<file path="src/rtl/ckr_pkg.sv">
package ckr_pkg;
  localparam int REG_W   = 16;
  localparam int EXP_W   = 2;
  localparam int NUM_DOM = 6;
  localparam int TOP_LSB = NUM_DOM * EXP_W;

  localparam int D_PER = 0;
  localparam int D_LCD = 1;
  localparam int D_CPU = 2;
  localparam int D_DSP = 3;
  localparam int D_TC  = 4;
  localparam int D_MMU = 5;

  typedef logic [EXP_W-1:0] exp_t;
  typedef exp_t [NUM_DOM-1:0] exp_vec_t;
endpackage

</file>
<file path="src/rtl/ckr_sanitize.sv">
module ckr_sanitize
  import ckr_pkg::*;
(
  input  logic [REG_W-1:0] raw,
  output logic [REG_W-1:0] clean
);
  exp_vec_t req;
  exp_vec_t fix;
  logic [EXP_W:0] dsp_plus1;

  // Split the word into one exponent per domain
  always_comb begin
    for (int i = 0; i < NUM_DOM; i++) begin
      req[i] = raw[i*EXP_W +: EXP_W];
    end
  end

  // The clamps run in order; each one uses the results of the ones before it
  always_comb begin
    fix       = req;
    dsp_plus1 = {1'b0, req[D_DSP]} + 1'b1;
    if (fix[D_MMU] < fix[D_DSP]) fix[D_MMU] = fix[D_DSP];
    if ({1'b0, fix[D_MMU]} > dsp_plus1) fix[D_MMU] = dsp_plus1[EXP_W-1:0];
    if (fix[D_TC] < fix[D_CPU]) fix[D_TC] = fix[D_CPU];
    if (fix[D_TC] < fix[D_MMU]) fix[D_TC] = fix[D_MMU];
    if (fix[D_LCD] < fix[D_TC]) fix[D_LCD] = fix[D_TC];
    if (fix[D_PER] < fix[D_TC]) fix[D_PER] = fix[D_TC];
  end

  always_comb begin
    clean = raw;
    for (int i = 0; i < NUM_DOM; i++) begin
      clean[i*EXP_W +: EXP_W] = fix[i];
    end
  end
endmodule

</file>
<file path="src/rtl/ckr_pow2_div.sv">
module ckr_pow2_div #(
  parameter int EXP_W = 2
) (
  input  logic             clk,
  input  logic             rst_n,
  input  logic [EXP_W-1:0] exp_in,
  output logic             en_out
);
  localparam int MAX_EXP = (1 << EXP_W) - 1;
  localparam int CNT_W   = (MAX_EXP < 1) ? 1 : MAX_EXP;

  logic [CNT_W-1:0] cnt_q, cnt_d;
  logic [EXP_W-1:0] act_q, act_d;
  logic [CNT_W-1:0] limit;
  logic             term;

  assign limit  = ~({CNT_W{1'b1}} << act_q);
  assign term   = (cnt_q == limit);
  assign en_out = term;

  // A new exponent is loaded only at terminal count, so no short interval appears
  always_comb begin
    cnt_d = cnt_q + 1'b1;
    act_d = act_q;
    if (term) begin
      cnt_d = '0;
      act_d = exp_in;
    end
  end

  always_ff @(posedge clk or negedge rst_n) begin
    if (!rst_n) begin
      cnt_q <= '0;
      act_q <= '0;
    end else begin
      cnt_q <= cnt_d;
      act_q <= act_d;
    end
  end

  AST_CNT_IN_RANGE: assert property (@(posedge clk) disable iff (!rst_n)
    cnt_q <= limit) else $error("count beyond limit");

  AST_EXP_SWITCH_AT_TC: assert property (@(posedge clk) disable iff (!rst_n)
    !$past(term) |-> $stable(act_q)) else $error("exponent moved mid-period");

  AST_RESTART_AFTER_TC: assert property (@(posedge clk) disable iff (!rst_n)
    $past(term) |-> (cnt_q == '0)) else $error("no restart after terminal");
endmodule

</file>
<file path="src/rtl/ckr_ratio_ctrl.sv">
module ckr_ratio_ctrl
  import ckr_pkg::*;
(
  input  logic               clk,
  input  logic               rst_n,
  input  logic               wr_en,
  input  logic [REG_W-1:0]   wr_data,
  output logic [REG_W-1:0]   rd_data,
  output logic [NUM_DOM-1:0] dom_en
);
  logic [1:0]       rst_sync_q;
  logic             rst_int_n;
  logic [REG_W-1:0] clean;
  logic [REG_W-1:0] cfg_q, cfg_d;

  // Reset asserts at once and is released two edges later
  always_ff @(posedge clk or negedge rst_n) begin
    if (!rst_n) rst_sync_q <= 2'b00;
    else        rst_sync_q <= {rst_sync_q[0], 1'b1};
  end
  assign rst_int_n = rst_sync_q[1];

  ckr_sanitize u_sanitize (
    .raw   (wr_data),
    .clean (clean)
  );

  always_comb begin
    cfg_d = cfg_q;
    if (wr_en) cfg_d = clean;
  end

  always_ff @(posedge clk or negedge rst_int_n) begin
    if (!rst_int_n) cfg_q <= '0;
    else            cfg_q <= cfg_d;
  end

  assign rd_data = cfg_q;

  for (genvar g = 0; g < NUM_DOM; g++) begin : g_dom
    ckr_pow2_div #(.EXP_W(EXP_W)) u_div (
      .clk    (clk),
      .rst_n  (rst_int_n),
      .exp_in (cfg_q[g*EXP_W +: EXP_W]),
      .en_out (dom_en[g])
    );
  end

  AST_MMU_WINDOW: assert property (@(posedge clk) disable iff (!rst_int_n)
    (cfg_q[D_MMU*EXP_W +: EXP_W] >= cfg_q[D_DSP*EXP_W +: EXP_W]) &&
    ({1'b0, cfg_q[D_MMU*EXP_W +: EXP_W]} <= {1'b0, cfg_q[D_DSP*EXP_W +: EXP_W]} + 3'd1))
    else $error("mmu outside dsp window");

  AST_TC_FLOOR: assert property (@(posedge clk) disable iff (!rst_int_n)
    (cfg_q[D_TC*EXP_W +: EXP_W] >= cfg_q[D_CPU*EXP_W +: EXP_W]) &&
    (cfg_q[D_TC*EXP_W +: EXP_W] >= cfg_q[D_MMU*EXP_W +: EXP_W]))
    else $error("tc faster than cpu or mmu");

  AST_SLOW_DOMAINS: assert property (@(posedge clk) disable iff (!rst_int_n)
    (cfg_q[D_LCD*EXP_W +: EXP_W] >= cfg_q[D_TC*EXP_W +: EXP_W]) &&
    (cfg_q[D_PER*EXP_W +: EXP_W] >= cfg_q[D_TC*EXP_W +: EXP_W]))
    else $error("lcd or per faster than tc");

  AST_CPU_DSP_KEPT: assert property (@(posedge clk) disable iff (!rst_int_n)
    $past(wr_en) |-> (cfg_q[D_CPU*EXP_W +: 2*EXP_W] == $past(wr_data[D_CPU*EXP_W +: 2*EXP_W])))
    else $error("cpu/dsp altered");

  AST_TOP_PASS: assert property (@(posedge clk) disable iff (!rst_int_n)
    $past(wr_en) |-> (cfg_q[REG_W-1:TOP_LSB] == $past(wr_data[REG_W-1:TOP_LSB])))
    else $error("upper bits altered");

  AST_HOLD: assert property (@(posedge clk) disable iff (!rst_int_n)
    !$past(wr_en) |-> $stable(cfg_q)) else $error("register changed without write");
endmodule

</file>
<file path="config.mk">
export PLATFORM = sky130hd
export DESIGN_NAME = ckr_ratio_ctrl
export DESIGN_NICKNAME = d
export VERILOG_FILES = /design/src/rtl/ckr_pkg.sv /design/src/rtl/ckr_sanitize.sv /design/src/rtl/ckr_pow2_div.sv /design/src/rtl/ckr_ratio_ctrl.sv
export SDC_FILE = /design/constraint.sdc
export NUM_CORES = 1
export LEC_CHECK = 0
export ABC_AREA = 1
export ABC_CLOCK_PERIOD_IN_PS = 1650
export BUFFER_PORTS_ARGS = -buffer_cell sky130_fd_sc_hd__buf_2
export CORE_AREA = 2 2 77 79
export CTS_CLUSTER_SIZE = 10
export DETAILED_ROUTE_END_ITERATION = 10
export DIE_AREA = 0 0 79 81
export PLACE_DENSITY = 0.76
export SETUP_SLACK_MARGIN = 0.4
export SYNTH_ARGS = -nofsm -noshare
export SYNTH_HDL_FRONTEND = slang
export SYNTH_HIERARCHICAL = 1
export SYNTH_SLANG_ARGS = --single-unit
</file>
<file path="constraint.sdc">
create_clock -name clk -period 1.65 [get_ports clk]
set_input_delay 0.2475 -clock clk [delete_from_list [all_inputs] [get_ports clk]]
set_output_delay 0.2475 -clock clk [all_outputs]
set_load 0.05 [all_outputs]
</file>
# Word level (Yosys, flattened, before mapping)
# Cells that the tools add are included.
[op_classes] addsub=7 order_cmp=6 eq_ne=6 shift=6 mux=12 bitwise=6
[ops] operator="$add A3 B1 Y3 const B" count=6
[ops] operator="$eq A3 B3 Y1" count=6
[ops] operator="$mux W3" count=6
[ops] operator="$not A3 Y3" count=6
[ops] operator="$shl A3 B2 Y3 const A" count=6
[ops] operator="$mux W2" count=6
[ops] operator="$lt A2 B2 Y1" count=5
[ops] operator="$add A2 B1 Y3 const B" count=1
[ops] operator="$gt A2 B3 Y1" count=1
[totals] regBits=48 input_bits=19 output_inout_bits=22 wordCells=57

# Longest topological paths before layout
[logic_depth] ltp_word=8 ltp_mapped=22 ltp_nobuf=22

# Hierarchy
# The synthesis kept the hierarchy.
[modules_own_cells] mod="ckr_pow2_div" instances=6 cells_per_inst=31 area_per_inst_um2=262.8 seq_area_each_um2=125.1
[modules_own_cells] mod="ckr_ratio_ctrl" instances=1 cells_per_inst=71 area_per_inst_um2=698.2 seq_area_each_um2=450.4
[modules_own_cells] mod="ckr_sanitize" instances=1 cells_per_inst=70 area_per_inst_um2=440.4 seq_area_each_um2=0.0

# Worst setup path after synthesis
# Ideal clock, no wire load.
[synth_path] path_type="input -> register" startpoint="input port wr_data[7]" endpoint="register cfg_q[0] (netlist: rd_data[0])" setup_time_ps=119 t_arrival_ps=2246 required_time_ps=1531 slack_ps=-716 stages=17 n_path_buf=0 cell_sequence="inv_1 -> ha_1 -> nand2_1 -> nand2_1 -> nand2_1 -> inv_1 -> ha_1 -> a21oi_2 -> nand2_2 -> o21a_2 -> ha_1 -> ha_1 -> nand2_1 -> nand2_1 -> nand2_1 -> nand2_1 -> nand2_1"
[synth_via] elab_chain_cells=8 word_cells_on_any_way=9 cone_classes="add/sub (1); order compare (4); mux (4)"
[synth_rtl] element="start: declaration" line="ckr_ratio_ctrl.sv:7" source="input logic [REG_W-1:0] wr_data,"
[synth_rtl] element="$lt A2 B2 Y1" line="ckr_sanitize.sv:22" source="if (fix[D_MMU] < fix[D_DSP]) fix[D_MMU] = fix[D_DSP];"
[synth_rtl] element="$mux W2" line="ckr_sanitize.sv:22"
[synth_rtl] element="$gt A2 B3 Y1" line="ckr_sanitize.sv:23" source="if ({1'b0, fix[D_MMU]} > dsp_plus1) fix[D_MMU] = dsp_plus1[EXP_W-1:0];"
[synth_rtl] element="$mux W2 (*)" line="ckr_sanitize.sv:23"
[synth_rtl] element="$lt A2 B2 Y1" line="ckr_sanitize.sv:25" source="if (fix[D_TC] < fix[D_MMU]) fix[D_TC] = fix[D_MMU];"
[synth_rtl] element="$mux W2 (*)" line="ckr_sanitize.sv:25"
[synth_rtl] element="$lt A2 B2 Y1" line="ckr_sanitize.sv:27" source="if (fix[D_PER] < fix[D_TC]) fix[D_PER] = fix[D_TC];"
[synth_rtl] element="$mux W2 (*)" line="ckr_sanitize.sv:27"
[synth_rtl] element="via clean[0]" line="ckr_ratio_ctrl.sv:13" source="logic [REG_W-1:0] clean;"
[synth_rtl] element="end signal: assignment" line="ckr_ratio_ctrl.sv:35" source="else cfg_q <= cfg_d;"
[synth_rtl] element="end: declaration" line="ckr_ratio_ctrl.sv:14" source="logic [REG_W-1:0] cfg_q, cfg_d;"
# The timed path passes the listed nets; every way through them passes the cells marked *.
# A chain may end at the register's enable or synchronous reset.

# Worst setup path after layout
# Same ends and word-level chain as after synthesis.

==> results.toml <==
[global_route]
grt_max_degree = 26
grt_first_pass_wirelength_um = 9350
grt_pass1_vias = 2148
overflow = 0
antenna_found_initial = 0
track_usage_pct = 18.2

[layout]
area.growth.synth_to_final_pct = 40.6
diodes = 0
nets = 444
final_cell_mix = "nand2_1, dfrtp_1, inv_1"
layout-drive-gt1-share_pct = 45.9
final_common_cell = "nand2_1"
stdcell_count = 482
utilization_pct = 67.3

[synth]
netlist_area_um2 = 2720
synthCells = 327
synth_seq_area_share_pct = 44.2
synth-seq-cells = 48
ys_warn_count = 6
syn_nets = 365
synth.area.top_cells = "dfrtp_1, nand2_1, ha_1, inv_1, nor2_2"
yosys.area.top_type = "dfrtp_1"
synth.distinct_cells = 23
synth.avg_cell_area_um2 = 8.30
synth_top_cell_area_share_pct = 44.2

[placed_design]
port_buffers = 40
place_worst_setup_slack_ns = -0.854
hpwl_um = 3670
routabilityCongestion = 0.840
dp.cells = 439

[routing]
viasPerCell = 4.77
ant_nets = 0
vias = 2297
wl_um = 6120
drc = 0
drt_first_pass_iters = 4
drt-initial-drc-count = 62
wl_per_cell_um = 12.7

[floorplan]
rows = 28
ios = 41
fp.dieH_um = 81
die_w_um = 79
coreArea_um2 = 5680
start_util_pct = 47.8
dieArea_um2 = 6400

[status]
status = "finished, violations left"
violations = "setup timing"

[hold_path]
hold_start = "wr_data[15]"
hold_depth = 3
worst_hold_path_type = "in -> reg"
min_to = "rd_data[15]$_DFFE_PN0P_"

[sta]
rsz0062_at_grt = "true"
slew_headroom_pct = 65.3
layout_setup_ws_ns = -0.373
setup_viol = 10
fmax_ghz = 0.494
worst_pin_slew_ns = 0.521
skew_ns = 0.00670
post-route-min-period_ns = 2.02
hold_violations = 0
holdWs_ns = 0.145
finalCritPeriodShare_pct = 123
finalMaxSlewViolations = 0

[clock_tree]
cts_tree = "done"
clk_pin_slew_ns = 0.09
clk_latency_ns = 0.30
clockBufferDepth = 2
cts.sinks = 48
clockRootBuffer = "clkbuf_8"
cts_max_level = 2
cts_buffers = 5

[critical_path]
r2r_cells = 9
rr_endpoint = "g_dom[3].u_div/act_q[0]$_DFFE_PN0N_"
crit_type = "in -> reg"
start_kind = "primary input"
ff2ff_setup_slack_ns = 0.29
cp_data_required_time_ns = 1.84
end_kind = "flop"
rr_startpoint = "g_dom[3].u_div/act_q[1]$_DFFE_PN0N_"
cp_max_fo = 5
arrival_ns = 2.21

[power]
p_leak_nw = 1.98
powerDensity_nw_per_um2 = 1960
finalPower_mw = 7.50
vdd_drop_max_v = 0.00103

[run]
cap_violations = 0
## final cells by class
class / count / area (µm²)
fillers: 451 / 1860
inverters: 54 / 243
clock buffers: 6 / 82.6
well taps: 75 / 93.8
clock inverters: 2 / 10.0
repair buffers: 83 / 691
multi-input cells: 214 / 1490
flip-flops and latches: 48 / 1210
## repair_timing
action / in CTS / in global routing
gates resized for setup: 51 / 41
endpoints found under the setup margin: 15 / 36
hold buffers: 1 / 0
pin swaps: 32 / 23
buffers inserted: 21 / 13
hold endpoints to repair: 2 / 0
## sequential cells by signal, summed over array words and instances (netlist names)
| signal | count |
|---|---|
| g_dom.u_div/act_q | 12 |
| g_dom.u_div/cnt_q | 18 |
| rd_data | 16 |
| rst_sync_q | 2 |
## worst max-delay path by stage
| stage | startpoint | endpoint | slack [ns] | cells past startpoint |
|---|---|---|---|---|
| floorplan | wr_data[11] | rd_data[0]$_DFFE_PN0P_ | -0.56 | 17 |
| global placement | wr_data[11] | rd_data[0]$_DFFE_PN0P_ | -0.81 | 18 |
| detailed placement | wr_data[11] | rd_data[2]$_DFFE_PN0P_ | -0.85 | 18 |
| CTS | wr_data[7] | rd_data[2]$_DFFE_PN0P_ | -0.33 | 18 |
| global route | wr_data[7] | rd_data[2]$_DFFE_PN0P_ | -0.50 | 18 |
| finish | wr_data[7] | rd_data[0]$_DFFE_PN0P_ | -0.37 | 18 |
## synthesized netlist by cell type
library cell and count:
conb_1 1, nand2_1 111, nand3_2 6, o21a_2 1, nor2_2 18, clkinv_1 1
nor2_1 6, inv_1 39, buf_12 1, nand4_1 12, dfrtp_1 48, buf_4 8
o21ai_1 1, inv_6 1, o21ai_0 7, xnor2_1 12, buf_6 2, nand2_2 11
nand3_1 7, o21ai_2 1, inv_2 13, ha_1 19, a21oi_2 1
## through the flow
step           instance area, µm²  TNS, ns
3_3_place_gp                 3100    -4.55
6_report                     3820    -1.81
3_5_place_dp                 3100    -4.86
4_1_cts                      3570    -1.52
2_1_floorplan                2840    -2.37
5_1_grt                      3820    -2.79
## layer usage
layer	part of all wire [%]	track usage, %	vias up
li1	-	-	1141
met1	42	21.6	1105
met2	53	33.1	38
met3	2.9	3.33	13
met4	2.2	6.90	0
met5	0	0	-
## critical path: stages
cell     delay, ns
buf_8         0.09
inv_8         0.03
ha_4          0.25
nand2_2       0.04
nand2_2       0.06
nand2_2       0.05
inv_2         0.06
ha_4          0.20
a21oi_4       0.13
nand2_2       0.10
o21a_4        0.25
ha_4          0.20
ha_4          0.27
nand2_2       0.03
nand2_1       0.05
nand2_1       0.04
nand2_1       0.05
nand2_1       0.05
## power by group
group	internal [mW]	switching (mW)
clock network	0.335	0.382
registers	1.63	0.629
logic	2.12	2.40
total	4.09	3.41
## kinds of logic (layout without fill, tap and decap cells)
family / count (synthesis) / in the layout / share of synthesized area, %
AOI/OAI and AO/OA: 11 / 11 / 2.44
xor gates and xnor gates: 12 / 12 / 3.87
DFF: 48 / 48 / 44.2
buffers and inverters: 65 / 145 / 11.4
and+or+nand+nor: 171 / 171 / 29.1
other: 1 / 1 / 0.138
adders and majority gates: 19 / 19 / 8.76
Power figures use the tool's default switching activity.
